### config.mk
export PLATFORM = sky130hd
export DESIGN_NAME = zol_seq
export DESIGN_NICKNAME = d
export VERILOG_FILES = /design/src/rtl/zol_pkg.sv /design/src/rtl/zol_loop_stack.sv /design/src/rtl/zol_next_pc.sv /design/src/rtl/zol_pipe_track.sv /design/src/rtl/zol_seq.sv
export SDC_FILE = /design/constraint.sdc
export NUM_CORES = 1
export LEC_CHECK = 0
export ABC_AREA = 1
export BUFFER_PORTS_ARGS = -buffer_cell sky130_fd_sc_hd__buf_4
export CAP_MARGIN = 0
export CORE_MARGIN = 3
export CORE_UTILIZATION = 38
export DETAILED_ROUTE_END_ITERATION = 16
export PLACE_DENSITY = 0.55
export SLEW_MARGIN = 20
export SYNTH_ARGS = -nofsm -noshare
export SYNTH_HDL_FRONTEND = slang
export SYNTH_SLANG_ARGS = --single-unit
### constraint.sdc
create_clock -name clk -period 4.45 [get_ports clk]
set_input_delay 0.445 -clock clk [delete_from_list [all_inputs] [get_ports clk]]
set_output_delay 0.445 -clock clk [all_outputs]
set_load 0.02 [all_outputs]
### src/rtl/zol_pkg.sv
package zol_pkg;

   // source of the next fetch address
   typedef enum logic [2:0] {
      NXT_HOLD,
      NXT_SEQ,
      NXT_LOOP,
      NXT_EXIT,
      NXT_JUMP
   } nxt_sel_e;

endpackage

### src/rtl/zol_loop_stack.sv
module zol_loop_stack #(
   parameter int AW            = 16,
   parameter int CW            = 16,
   parameter int DEPTH         = 6,
   parameter bit CLEAR_ENTRIES = 1'b1,
   localparam int PW           = $clog2(DEPTH + 1)
) (
   input  logic          clk,
   input  logic          rst_n,
   input  logic          push,
   input  logic [AW-1:0] push_start,
   input  logic [AW-1:0] push_end,
   input  logic [CW-1:0] push_cnt,
   input  logic          pop,
   input  logic          dec_top,
   output logic          top_valid,
   output logic [AW-1:0] top_start,
   output logic [AW-1:0] top_end,
   output logic [CW-1:0] top_cnt,
   output logic [PW-1:0] depth,
   output logic          ovf
);

   if (DEPTH < 1) begin : g_bad_depth
      $error("zol_loop_stack: DEPTH must be at least 1");
   end
   if (CW < 2) begin : g_bad_cw
      $error("zol_loop_stack: CW must be at least 2");
   end

   logic [PW-1:0]                depth_q;
   logic                         ovf_q;
   logic [PW-1:0]                depth_after_pop;
   logic                         push_ok;
   logic [CW-1:0]                load_cnt;
   logic [DEPTH-1:0][AW-1:0]     start_v;
   logic [DEPTH-1:0][AW-1:0]     end_v;
   logic [DEPTH-1:0][CW-1:0]     cnt_v;

   always_comb begin
      depth_after_pop = (pop && depth_q != '0) ? depth_q - PW'(1) : depth_q;
      push_ok         = push && (depth_after_pop < PW'(DEPTH));
      load_cnt        = (push_cnt == '0) ? CW'(1) : push_cnt;
   end

   for (genvar i = 0; i < DEPTH; i++) begin : g_ent
      logic [AW-1:0] s_q;
      logic [AW-1:0] e_q;
      logic [CW-1:0] c_q;
      logic          wr_here;
      logic          dec_here;

      assign wr_here  = push_ok && (depth_after_pop == PW'(i));
      assign dec_here = dec_top && (depth_q == PW'(i + 1));

      if (CLEAR_ENTRIES) begin : g_rst
         always_ff @(posedge clk or negedge rst_n) begin
            if (!rst_n) begin
               s_q <= '0;
               e_q <= '0;
               c_q <= '0;
            end else if (wr_here) begin
               s_q <= push_start;
               e_q <= push_end;
               c_q <= load_cnt;
            end else if (dec_here) begin
               c_q <= c_q - CW'(1);
            end
         end
      end else begin : g_norst
         always_ff @(posedge clk) begin
            if (wr_here) begin
               s_q <= push_start;
               e_q <= push_end;
               c_q <= load_cnt;
            end else if (dec_here) begin
               c_q <= c_q - CW'(1);
            end
         end
      end

      assign start_v[i] = s_q;
      assign end_v[i]   = e_q;
      assign cnt_v[i]   = c_q;
   end

   always_ff @(posedge clk or negedge rst_n) begin
      if (!rst_n) begin
         depth_q <= '0;
         ovf_q   <= 1'b0;
      end else begin
         depth_q <= push_ok ? depth_after_pop + PW'(1) : depth_after_pop;
         ovf_q   <= ovf_q | (push & ~push_ok);
      end
   end

   always_comb begin
      top_start = '0;
      top_end   = '0;
      top_cnt   = '0;
      for (int i = 0; i < DEPTH; i++) begin
         if (depth_q == PW'(i + 1)) begin
            top_start = start_v[i];
            top_end   = end_v[i];
            top_cnt   = cnt_v[i];
         end
      end
   end

   assign top_valid = (depth_q != '0);
   assign depth     = depth_q;
   assign ovf       = ovf_q;

endmodule

### src/rtl/zol_next_pc.sv
module zol_next_pc
   import zol_pkg::*;
#(
   parameter int AW = 16,
   parameter int CW = 16
) (
   input  logic [AW-1:0] fetch_pc,
   input  logic          fetch_valid,
   input  logic          br_valid,
   input  logic [AW-1:0] br_target,
   input  logic          top_valid,
   input  logic [AW-1:0] top_start,
   input  logic [AW-1:0] top_end,
   input  logic [CW-1:0] top_cnt,
   output logic [AW-1:0] nxt_pc,
   output logic          dec_top,
   output logic          pop
);

   nxt_sel_e sel;
   logic     at_end;
   logic     more_passes;

   always_comb begin
      at_end      = fetch_valid && top_valid && (fetch_pc == top_end);
      more_passes = (top_cnt > CW'(1));

      if (br_valid)          sel = NXT_JUMP;
      else if (!fetch_valid) sel = NXT_HOLD;
      else if (at_end)       sel = more_passes ? NXT_LOOP : NXT_EXIT;
      else                   sel = NXT_SEQ;

      unique case (sel)
         NXT_JUMP: nxt_pc = br_target;
         NXT_HOLD: nxt_pc = fetch_pc;
         NXT_LOOP: nxt_pc = top_start;
         NXT_EXIT: nxt_pc = top_end + AW'(1);
         default:  nxt_pc = fetch_pc + AW'(1);
      endcase

      dec_top = (sel == NXT_LOOP);
      pop     = (sel == NXT_EXIT);
   end

endmodule

### src/rtl/zol_pipe_track.sv
module zol_pipe_track #(
   parameter int AW     = 16,
   parameter int STAGES = 2
) (
   input  logic                        clk,
   input  logic                        rst_n,
   input  logic [AW-1:0]               in_pc,
   input  logic                        in_valid,
   input  logic                        flush,
   output logic [STAGES-1:0][AW-1:0]   pc_o,
   output logic [STAGES-1:0]           valid_o
);

   if (STAGES < 1) begin : g_bad_stages
      $error("zol_pipe_track: STAGES must be at least 1");
   end

   for (genvar k = 0; k < STAGES; k++) begin : g_stg
      logic [AW-1:0] src_pc;
      logic          src_v;
      logic [AW-1:0] pc_q;
      logic          v_q;

      if (k == 0) begin : g_head
         assign src_pc = in_pc;
         assign src_v  = in_valid;
      end else begin : g_tail
         assign src_pc = pc_o[k-1];
         assign src_v  = valid_o[k-1];
      end

      always_ff @(posedge clk or negedge rst_n) begin
         if (!rst_n) begin
            pc_q <= '0;
            v_q  <= 1'b0;
         end else begin
            pc_q <= src_pc;
            v_q  <= src_v & ~flush;
         end
      end

      assign pc_o[k]    = pc_q;
      assign valid_o[k] = v_q;
   end

endmodule

### src/rtl/zol_seq.sv
module zol_seq #(
   parameter int AW            = 16,
   parameter int CW            = 16,
   parameter int DEPTH         = 6,
   parameter bit CLEAR_ENTRIES = 1'b1,
   localparam int PW           = $clog2(DEPTH + 1)
) (
   input  logic          clk,
   input  logic          rst_n,
   input  logic          setup_valid,
   input  logic [AW-1:0] setup_start,
   input  logic [AW-1:0] setup_end,
   input  logic [CW-1:0] setup_count,
   input  logic          br_valid,
   input  logic [AW-1:0] br_target,
   output logic [AW-1:0] fetch_pc,
   output logic          fetch_valid,
   output logic [AW-1:0] dec_pc,
   output logic          dec_valid,
   output logic [AW-1:0] exe_pc,
   output logic          exe_valid,
   output logic [PW-1:0] loop_depth,
   output logic          loop_ovf
);

   localparam int TRAIL = 2;

   if (AW < 2) begin : g_bad_aw
      $error("zol_seq: AW must be at least 2");
   end

   logic [AW-1:0]            fetch_pc_q;
   logic                     fetch_valid_q;
   logic [AW-1:0]            nxt_pc;
   logic                     dec_top;
   logic                     pop;
   logic                     top_valid;
   logic [AW-1:0]            top_start;
   logic [AW-1:0]            top_end;
   logic [CW-1:0]            top_cnt;
   logic [TRAIL-1:0][AW-1:0] trk_pc;
   logic [TRAIL-1:0]         trk_v;

   zol_loop_stack #(
      .AW(AW), .CW(CW), .DEPTH(DEPTH), .CLEAR_ENTRIES(CLEAR_ENTRIES)
   ) stack_i (
      .clk        (clk),
      .rst_n      (rst_n),
      .push       (setup_valid),
      .push_start (setup_start),
      .push_end   (setup_end),
      .push_cnt   (setup_count),
      .pop        (pop),
      .dec_top    (dec_top),
      .top_valid  (top_valid),
      .top_start  (top_start),
      .top_end    (top_end),
      .top_cnt    (top_cnt),
      .depth      (loop_depth),
      .ovf        (loop_ovf)
   );

   zol_next_pc #(.AW(AW), .CW(CW)) npc_i (
      .fetch_pc    (fetch_pc_q),
      .fetch_valid (fetch_valid_q),
      .br_valid    (br_valid),
      .br_target   (br_target),
      .top_valid   (top_valid),
      .top_start   (top_start),
      .top_end     (top_end),
      .top_cnt     (top_cnt),
      .nxt_pc      (nxt_pc),
      .dec_top     (dec_top),
      .pop         (pop)
   );

   always_ff @(posedge clk or negedge rst_n) begin
      if (!rst_n) begin
         fetch_pc_q    <= '0;
         fetch_valid_q <= 1'b0;
      end else begin
         fetch_pc_q    <= nxt_pc;
         fetch_valid_q <= 1'b1;
      end
   end

   zol_pipe_track #(.AW(AW), .STAGES(TRAIL)) trk_i (
      .clk      (clk),
      .rst_n    (rst_n),
      .in_pc    (fetch_pc_q),
      .in_valid (fetch_valid_q),
      .flush    (br_valid),
      .pc_o     (trk_pc),
      .valid_o  (trk_v)
   );

   assign fetch_pc    = fetch_pc_q;
   assign fetch_valid = fetch_valid_q;
   assign dec_pc      = trk_pc[0];
   assign dec_valid   = trk_v[0];
   assign exe_pc      = trk_pc[1];
   assign exe_valid   = trk_v[1];

endmodule

== Word level (Yosys, flattened, before mapping) ==
Index checks and enable logic that the tools add are counted.

* Memory bits (read-only): 0
* Latch bits: 0
* Output and inout port bits: 55
* Input port bits: 68
* Logic and storage cells: 123
* Bits in writable memories: 0
* Bits in registers: 343
* Memories kept: 0

* Multiply operators: 0
* Bitwise operators: 6
* Div/mod/pow operators: 0
* $add $sub $neg: 10
* Shift operators: 0
* Equality and inequality tests: 15
* Order comparisons: 2
* Muxes and demuxes: 38
* Reduce and logical (&&, ||, !) cells: 26

{| class="wikitable"
|+ Operator list
! cell !! number
|-
| $mux 16 || 31
|-
| $sub 16x1->16 const B || 6
|-
| $pmux 16 s4 || 1
|-
| $add 16x1->16 const B || 2
|-
| $eq 3x2->1 const B || 6
|-
| $eq 3x3->1 const B || 6
|-
| $eq 16x16->1 || 1
|-
| $gt 16x1->1 const B || 1
|-
| $logic_and 1x1->1 || 16
|-
| $logic_not 16->1 || 1
|-
| $mux 3 || 5
|-
| $reduce_bool 2->1 || 6
|-
| $eq 3x1->1 const B || 2
|-
| $logic_not 3->1 || 2
|-
| $add 3x1->3 const B || 1
|-
| $and 1x1->1 || 3
|-
| $lt 3x3->1 const B || 1
|-
| $reduce_bool 3->1 || 1
|-
| $sub 3x1->3 const B || 1
|-
| $not 1->1 || 2
|-
| $mux 1 || 1
|-
| $or 1x1->1 || 1
|}

== Longest topological paths before layout ==
* Depth after elaboration: 20
* Mapped depth: 33
* Gate-level depth less buffers: 30

== Modules after synthesis ==
Synthesis repeated with hierarchy kept, for this count alone.

* Cell total of the unflattened synthesis: 2,622
* Area total of the unflattened synthesis: 19,050.8 µm²

{| class="wikitable"
|+ Modules (own cells, without submodules)
! module !! cells each !! seq. area each (µm²) !! area each (µm²) !! times used
|-
| zol_loop_stack || 2,288 || 7,307.0 || 16,435.8 || 1
|-
| zol_next_pc || 276 || 0.0 || 1,305.0 || 1
|-
| zol_pipe_track || 40 || 850.8 || 880.8 || 1
|-
| zol_seq || 18 || 425.4 || 429.2 || 1
|}

== Worst setup path after synthesis ==
OpenSTA, ideal clock, no wires.

* Kind: reg-to-reg
* Start point: reg stack_i.depth_q[0] (netlist: stack_i.depth[0])
* End point: reg stack_i.g_ent[4].c_q[6]
* Data required time: 4,379 ps
* Buffers on the path: 4
* Library setup time: 71 ps
* Clock period less this slack: 3,667 ps
* Stages on the path, launching flop included: 33
* Data arrival time: 3,596 ps
* Path slack: 783 ps
* Cells stage by stage: dfrtp_1 inv_1 ha_1 buf_4 inv_2 nor2_4 buf_4 nand2_1 nand3_1 nand2_1 nand2_1 nand2_1 nand2_1 nand2_1 nand3_1 nor2_1 nand2_1 inv_1 nand2_1 inv_1 nand4_1 nand2_1 nand2_2 inv_2 ha_1 nand2_1 inv_1 buf_1 nand3_4 buf_2 nand2_1 nor2_1 nor2_1

* Word-level cells in the longest chain between the ends: 19
* Elaborated cells between the ends (all ways): 39
* Classes of those cells: add/sub (1); order compare (2); eq/ne (10); mux (18); reduce/logical (8)

{| class="wikitable"
|+ Ends and longest elaborated chain
! item !! line !! source
|-
| from (decl) || zol_loop_stack.sv:31 || <nowiki>logic [PW-1:0] depth_q;</nowiki>
|-
| from (signal assigned) || zol_loop_stack.sv:92 || <nowiki>depth_q <= push_ok ? depth_after_pop + PW'(1) : depth_after_pop;</nowiki>
|-
| $eq 3x1->1 || zol_loop_stack.sv:102 || <nowiki>if (depth_q == PW'(i + 1)) begin</nowiki>
|-
| $mux 16 (6 in series) || zol_loop_stack.sv:102 ||
|-
| $gt 16x1->1 or $eq 16x16->1 (tied branches) || zol_next_pc.sv:26, zol_next_pc.sv:25 ||
|-
| $mux 1 or $logic_and 1x1->1 (tied branches) || zol_next_pc.sv:30, zol_next_pc.sv:25 ||
|-
| $mux 3 || zol_next_pc.sv:30 || <nowiki>else if (at_end) sel = more_passes ? NXT_LOOP : NXT_EXIT;</nowiki>
|-
| $mux 3 || zol_next_pc.sv:29 || <nowiki>else if (!fetch_valid) sel = NXT_HOLD;</nowiki>
|-
| $mux 3 || zol_next_pc.sv:28 || <nowiki>if (br_valid) sel = NXT_JUMP;</nowiki>
|-
| $eq 3x2->1 || zol_next_pc.sv:42 || <nowiki>pop = (sel == NXT_EXIT);</nowiki>
|-
| $logic_and 1x1->1 || zol_loop_stack.sv:41 || <nowiki>depth_after_pop = (pop && depth_q != '0) ? depth_q - PW'(1) : depth_q;</nowiki>
|-
| $mux 3 || zol_loop_stack.sv:41 ||
|-
| $lt 3x3->1 || zol_loop_stack.sv:42 || <nowiki>push_ok = push && (depth_after_pop < PW'(DEPTH));</nowiki>
|-
| $logic_and 1x1->1 || zol_loop_stack.sv:42 ||
|-
| $logic_and 1x1->1 || zol_loop_stack.sv:53 || <nowiki>assign wr_here = push_ok && (depth_after_pop == PW'(i));</nowiki>
|-
| $mux 16 or $reduce_bool 2->1 (tied branches) || - ||
|-
| to (signal assigned) || zol_loop_stack.sv:65 || <nowiki>c_q <= load_cnt;</nowiki>
|-
| to (signal assigned) || zol_loop_stack.sv:67 || <nowiki>c_q <= c_q - CW'(1);</nowiki>
|-
| to (decl) || zol_loop_stack.sv:49 || <nowiki>logic [CW-1:0] c_q;</nowiki>
|}

Several ways; a longest one is shown, not always the timed one.
A chain may end at the register's enable or synchronous reset.

== Final worst setup path ==
* Start point: reg stack_i.depth_q[0] (netlist: stack_i.depth[0])
* End point: reg stack_i.g_ent[1].c_q[10]

* Word-level cells in the longest chain between the ends: 19
* Elaborated cells between the ends (all ways): 39
* Classes of those cells: add/sub (1); order compare (2); eq/ne (10); mux (18); reduce/logical (8)

{| class="wikitable"
|+ Ends and longest elaborated chain
! item !! line
|-
| $eq 3x1->1 || zol_loop_stack.sv:102
|-
| $mux 16 (6 in series) || zol_loop_stack.sv:102
|-
| $gt 16x1->1 or $eq 16x16->1 (tied branches) || zol_next_pc.sv:26, zol_next_pc.sv:25
|-
| $mux 1 or $logic_and 1x1->1 (tied branches) || zol_next_pc.sv:30, zol_next_pc.sv:25
|-
| $mux 3 || zol_next_pc.sv:30
|-
| $mux 3 || zol_next_pc.sv:29
|-
| $mux 3 || zol_next_pc.sv:28
|-
| $eq 3x2->1 || zol_next_pc.sv:42
|-
| $logic_and 1x1->1 || zol_loop_stack.sv:41
|-
| $mux 3 || zol_loop_stack.sv:41
|-
| $lt 3x3->1 || zol_loop_stack.sv:42
|-
| $logic_and 1x1->1 || zol_loop_stack.sv:42
|-
| $logic_and 1x1->1 || zol_loop_stack.sv:53
|-
| $mux 16 or $reduce_bool 2->1 (tied branches) || -
|-
| to (signal assigned) || zol_loop_stack.sv:65
|-
| to (signal assigned) || zol_loop_stack.sv:67
|-
| to (decl) || zol_loop_stack.sv:49
|}

Several ways; a longest one is shown, not always the timed one.

==> summary.md <==
| Metric | Value |
|---|---|
| TritonCTS Buffers | `40` |
| Int Pwr | `0.008516 W` |
| Compound-gate portion of the synthesized area | `0.1297` |
| Boundary Pins | `123` |
| XOR/XNOR Fraction of Synth Area | `0.03575` |
| Skew final | `0.01435 ns` |
| Layout Nets | `2604` |
| Hold Fails Final Rpt | `0` |
| Top cell type's share of synthesized area | `0.4672` |
| Sw frac | `0.4148` |
| RSZ-0062 raised after global routing | `true` |
| Clock root buffer | `clkbuf_16` |
| Antenna cells | `0` |
| Pin count of the biggest net entering global routing | `102` |
| Clk_lat worst skew | `0.57 ns` |
| Global-route wire length before repair | `89.42 mm` |
| Largest family of logic cells by synthesized area | `simple AND/OR/NAND/NOR gates` |
| Syn-to-layout area delta | `16.76%` |
| Top delay family on crit path | `simple AND/OR/NAND/NOR gates` |
| Area of the multi-input gates | `8363 sq um` |
| Comb pwr share | `0.402` |
| Die Y | `225.9 microns` |
| 1st-iter DRT viols | `1272` |
| Mapped Nets | `2489` |
| Final worst slack | `0.3193 ns` |
| Initial antenna violation count | `0` |
| Status | `finished clean` |
| Cell row count | `79` |
| Congestion Overflow GR | `0` |
| Main area contributors after synthesis | `dfrtp_1, nand2_1, o21ai_0, nand3_1, inv_1` |
| Worst hold path class | `in2reg` |
| Final Power | `0.01455 W` |
| Layout fillers | `4723` |
| CP Max Fanout | `21` |
| Worst setup SP type | `register` |
| Max cap viols | `0` |
| PD cells | `678.4 nW/um^2` |
| All-Layer GR Usage | `0.2245` |
| Vias | `16280` |
| Clock Power Share | `0.228` |
| Port Buf Inserts | `122` |
| Dpl hpwl | `39.84 mm` |
| First-pass DRT Iterations | `6` |
| Setup WS pre-CTS | `0.1210 ns` |
| Mapped Area | `18370 sq um` |
| Crit-path slowest cell | `dfrtp_1` |
| Gpl congestion | `0.8769` |
| CP most frequent cell | `nand2_1` |
| Vias per Instance | `5.164` |
| Mux share of post-synthesis cell area | `0` |
| Crit. End Element | `register` |
| Placed instance area | `19930 sq um` |
| Mapped Cells | `2404` |
| Post-route minimum period | `4.131 ns` |
| Fmax | `242.1 MHz` |
| Post-Synth Simple-Gate Area | `0.2744` |
| FF/Latch Area | `8583 sq um` |
| Area share of fa/ha/maj cells after synthesis | `0.01158` |
| Sink Count | `343` |
| Register area share after synthesis | `0.4672` |
| Synth Warn # | `0` |
| Setup violations, final | `0` |
| Routed WL | `57.63 mm` |
| Remaining antenna violation count | `0` |
| H-tree levels | `2` |
| CTS tree | `yes` |
| VDD IR max | `0.3516 mV` |
| Req. time, crit path | `4.93 ns` |
| Slew HR | `0.4682` |
| Sw Pwr | `0.006036 W` |
| Remaining DRCs | `0` |
| Die area | `51020 sq um` |
| Syn Area/Cell | `7.643 sq um` |
| Critical path class | `reg2reg` |
| Buffer and inverter count on the worst path | `6` |
| Maximum root-to-sink buffer count | `3` |
| Fin area | `21450 sq um` |
| WL/cell | `18.28 microns` |
| P_leak | `10.59 nW` |
| Least-Margin Pin Slew | `0.7977 ns` |
| Part of the power in registers | `0.371` |
| Die width | `225.9 microns` |
| Area leader, netlist | `dfrtp_1` |
| Critical path's largest stage delay | `0.42 ns` |
| Layout cells sized above 1 | `0.1285` |
| Final Max Tran Viols | `0` |
| Post-synthesis register bit count | `343` |
| Initial Utilization | `0.3897` |
| Core Area | `47150 sq um` |
| Synth unique cells | `53` |
| Post-route clock period utilization | `0.9283` |
| Worst endpoint data arrival time | `4.61 ns` |
| Clock transition at path regs | `0.06 ns` |
| Vias in the first global route | `15490` |
## cell type report
type                       count  area share
clock buffer                  50     0.05080
clock inverter                18    0.009390
inverter                     224     0.04013
multi-input combinational   1722      0.3899
sequential                   343      0.4001
tap                          607     0.03540
timing repair buffer         188     0.07431
## metal layers
layer / global-route usage / vias to the layer above / wire length, microns / part of all wire
li1: - / 7963 / - / -
met1: 0.3145 / 7778 / 26620 / 0.46
met2: 0.3636 / 448 / 26310 / 0.46
met3: 0.03185 / 87 / 3048 / 0.053
met4: 0.06458 / 0 / 1651 / 0.029
met5: 0 / - / 0 / 0
## flip-flops by register name (all words and copies together), names as in the netlist, 2 cells and up
signal / count
fetch_pc: 16
stack_i.depth: 3
stack_i.g_ent.c_q: 96
stack_i.g_ent.e_q: 96
stack_i.g_ent.s_q: 96
trk_i.g_stg.pc_q: 32
trk_i.g_stg.v_q: 2
## synthesized netlist by cell type (all sizes together)
master and n:
nand2 728, dfrtp 343, o21ai 319, inv 224, nor2 188, nand3 179
buf 78, a21oi 62, xor2 54, clkbuf 38, or2 34, nor3 26
xnor2 21, o22ai 19, o211ai 18, ha 17, nand4 11, nor4 10
a22oi 9, o31ai 4, a41oi 3, o21bai 3, o221ai 3, a31oi 2
nand3b 2, nor3b 2, a211oi 1, a2bb2oi 1, and2 1, conb 1
o41ai 1, or3 1, or4 1
## worst paths after layout
| kind | depth (start not counted) | from | endpoint | slack (ns) |
|---|---|---|---|---|
| worst max-delay path | 28 | stack_i.depth[0]$_DFF_PN0_ | stack_i.g_ent[1].c_q[10]$_DFFE_PN0P_ | 0.32 |
| worst min-delay path | 3 | setup_start[5] | stack_i.g_ent[2].s_q[5]$_DFFE_PN0P_ | 0.13 |
| worst max register to register | 28 | stack_i.depth[0]$_DFF_PN0_ | stack_i.g_ent[1].c_q[10]$_DFFE_PN0P_ | 0.32 |
| worst min register to register | 0 | trk_i.g_stg[0].pc_q[12]$_DFF_PN0_ | trk_i.g_stg[1].pc_q[12]$_DFF_PN0_ | 0.37 |
| max in group asynchronous | 3 | rst_n | stack_i.g_ent[2].s_q[9]$_DFFE_PN0P_ | 2.86 |
| min in group asynchronous | 2 | rst_n | trk_i.g_stg[0].pc_q[4]$_DFF_PN0_ | 0.51 |
## metrics by stage
step | hold WS [ns] | cells | setup TNS, ns | util
finish | 0.1290 | 3152 | 0 | 0.4550
global route | 0.1222 | 3152 | -0.6221 | 0.4550
CTS | 0.1019 | 3134 | 0 | 0.4502
detailed placement | 0.3638 | 3065 | 0 | 0.4226
global placement | 0.3593 | 3065 | 0 | 0.4226
floorplan | 0.1494 | 2404 | 0 | -
## repair_timing
item	4_1_cts	5_1_grt
gates resized for setup	0	23
hold buffers	1	0
endpoints found under the hold margin	97	0
setup endpoints to repair	0	252
buffers inserted	0	17
## cell usage in the layout, fill, tap and decap left out, types with 4 or more instances in the layout
cell type  Yosys  final
nand3_1      176    176
or2_0          9      9
inv_1        209    207
or2_2         23     23
clkinv_2       0     12
nor2_4         5      5
o22ai_1       19     19
buf_6         12      4
a22oi_1        9      9
a21oi_1       61     61
nand2_1      717    715
inv_2         14      9
clkbuf_16      0     41
o31ai_1        4      4
nand2_4        6      4
clkbuf_1      37      6
xor2_1        54     53
buf_4         18    170
ha_1          17     15
bufinv_16      0      4
o21ai_0      213    213
o211ai_1      17     17
xnor2_1       21     21
dfrtp_1      343    343
buf_12         0     11
nor3_1        26     26
inv_4          1      6
nand2_2        5      7
nor4_1        10     10
o21ai_1      105    105
nand4_1       10     10
nor2_1       176    174
nor2_2         4      6
## tightest hold or removal path: stages
cell and delay, ns:
buf_4 0.10, nand2_1 0.04, o21ai_0 0.06
## cells by family (layout without fill, tap and decap cells)
group           after synthesis  count (layout)
fa+ha+maj                    17              17
buf+inv                     340             480
flops                       343             343
xor+xnor                     75              75
other cells                   1               1
simple gates               1183            1184
compound gates              445             445
## power groups by stage
| stage | clock network [W] | registers [W] | logic, W |
|---|---|---|---|
| 3_3_place_gp | 0 | 0.00539 | 0.00561 |
| 4_1_cts | 0.00340 | 0.00538 | 0.00572 |
| 3_5_place_dp | 0 | 0.00541 | 0.00570 |
| 5_1_grt | 0.00352 | 0.00555 | 0.00666 |
| 6_report | 0.00331 | 0.00540 | 0.00584 |
| 2_1_floorplan | 0 | 0.00525 | 0.00405 |
Power figures use the tool's default switching activity.
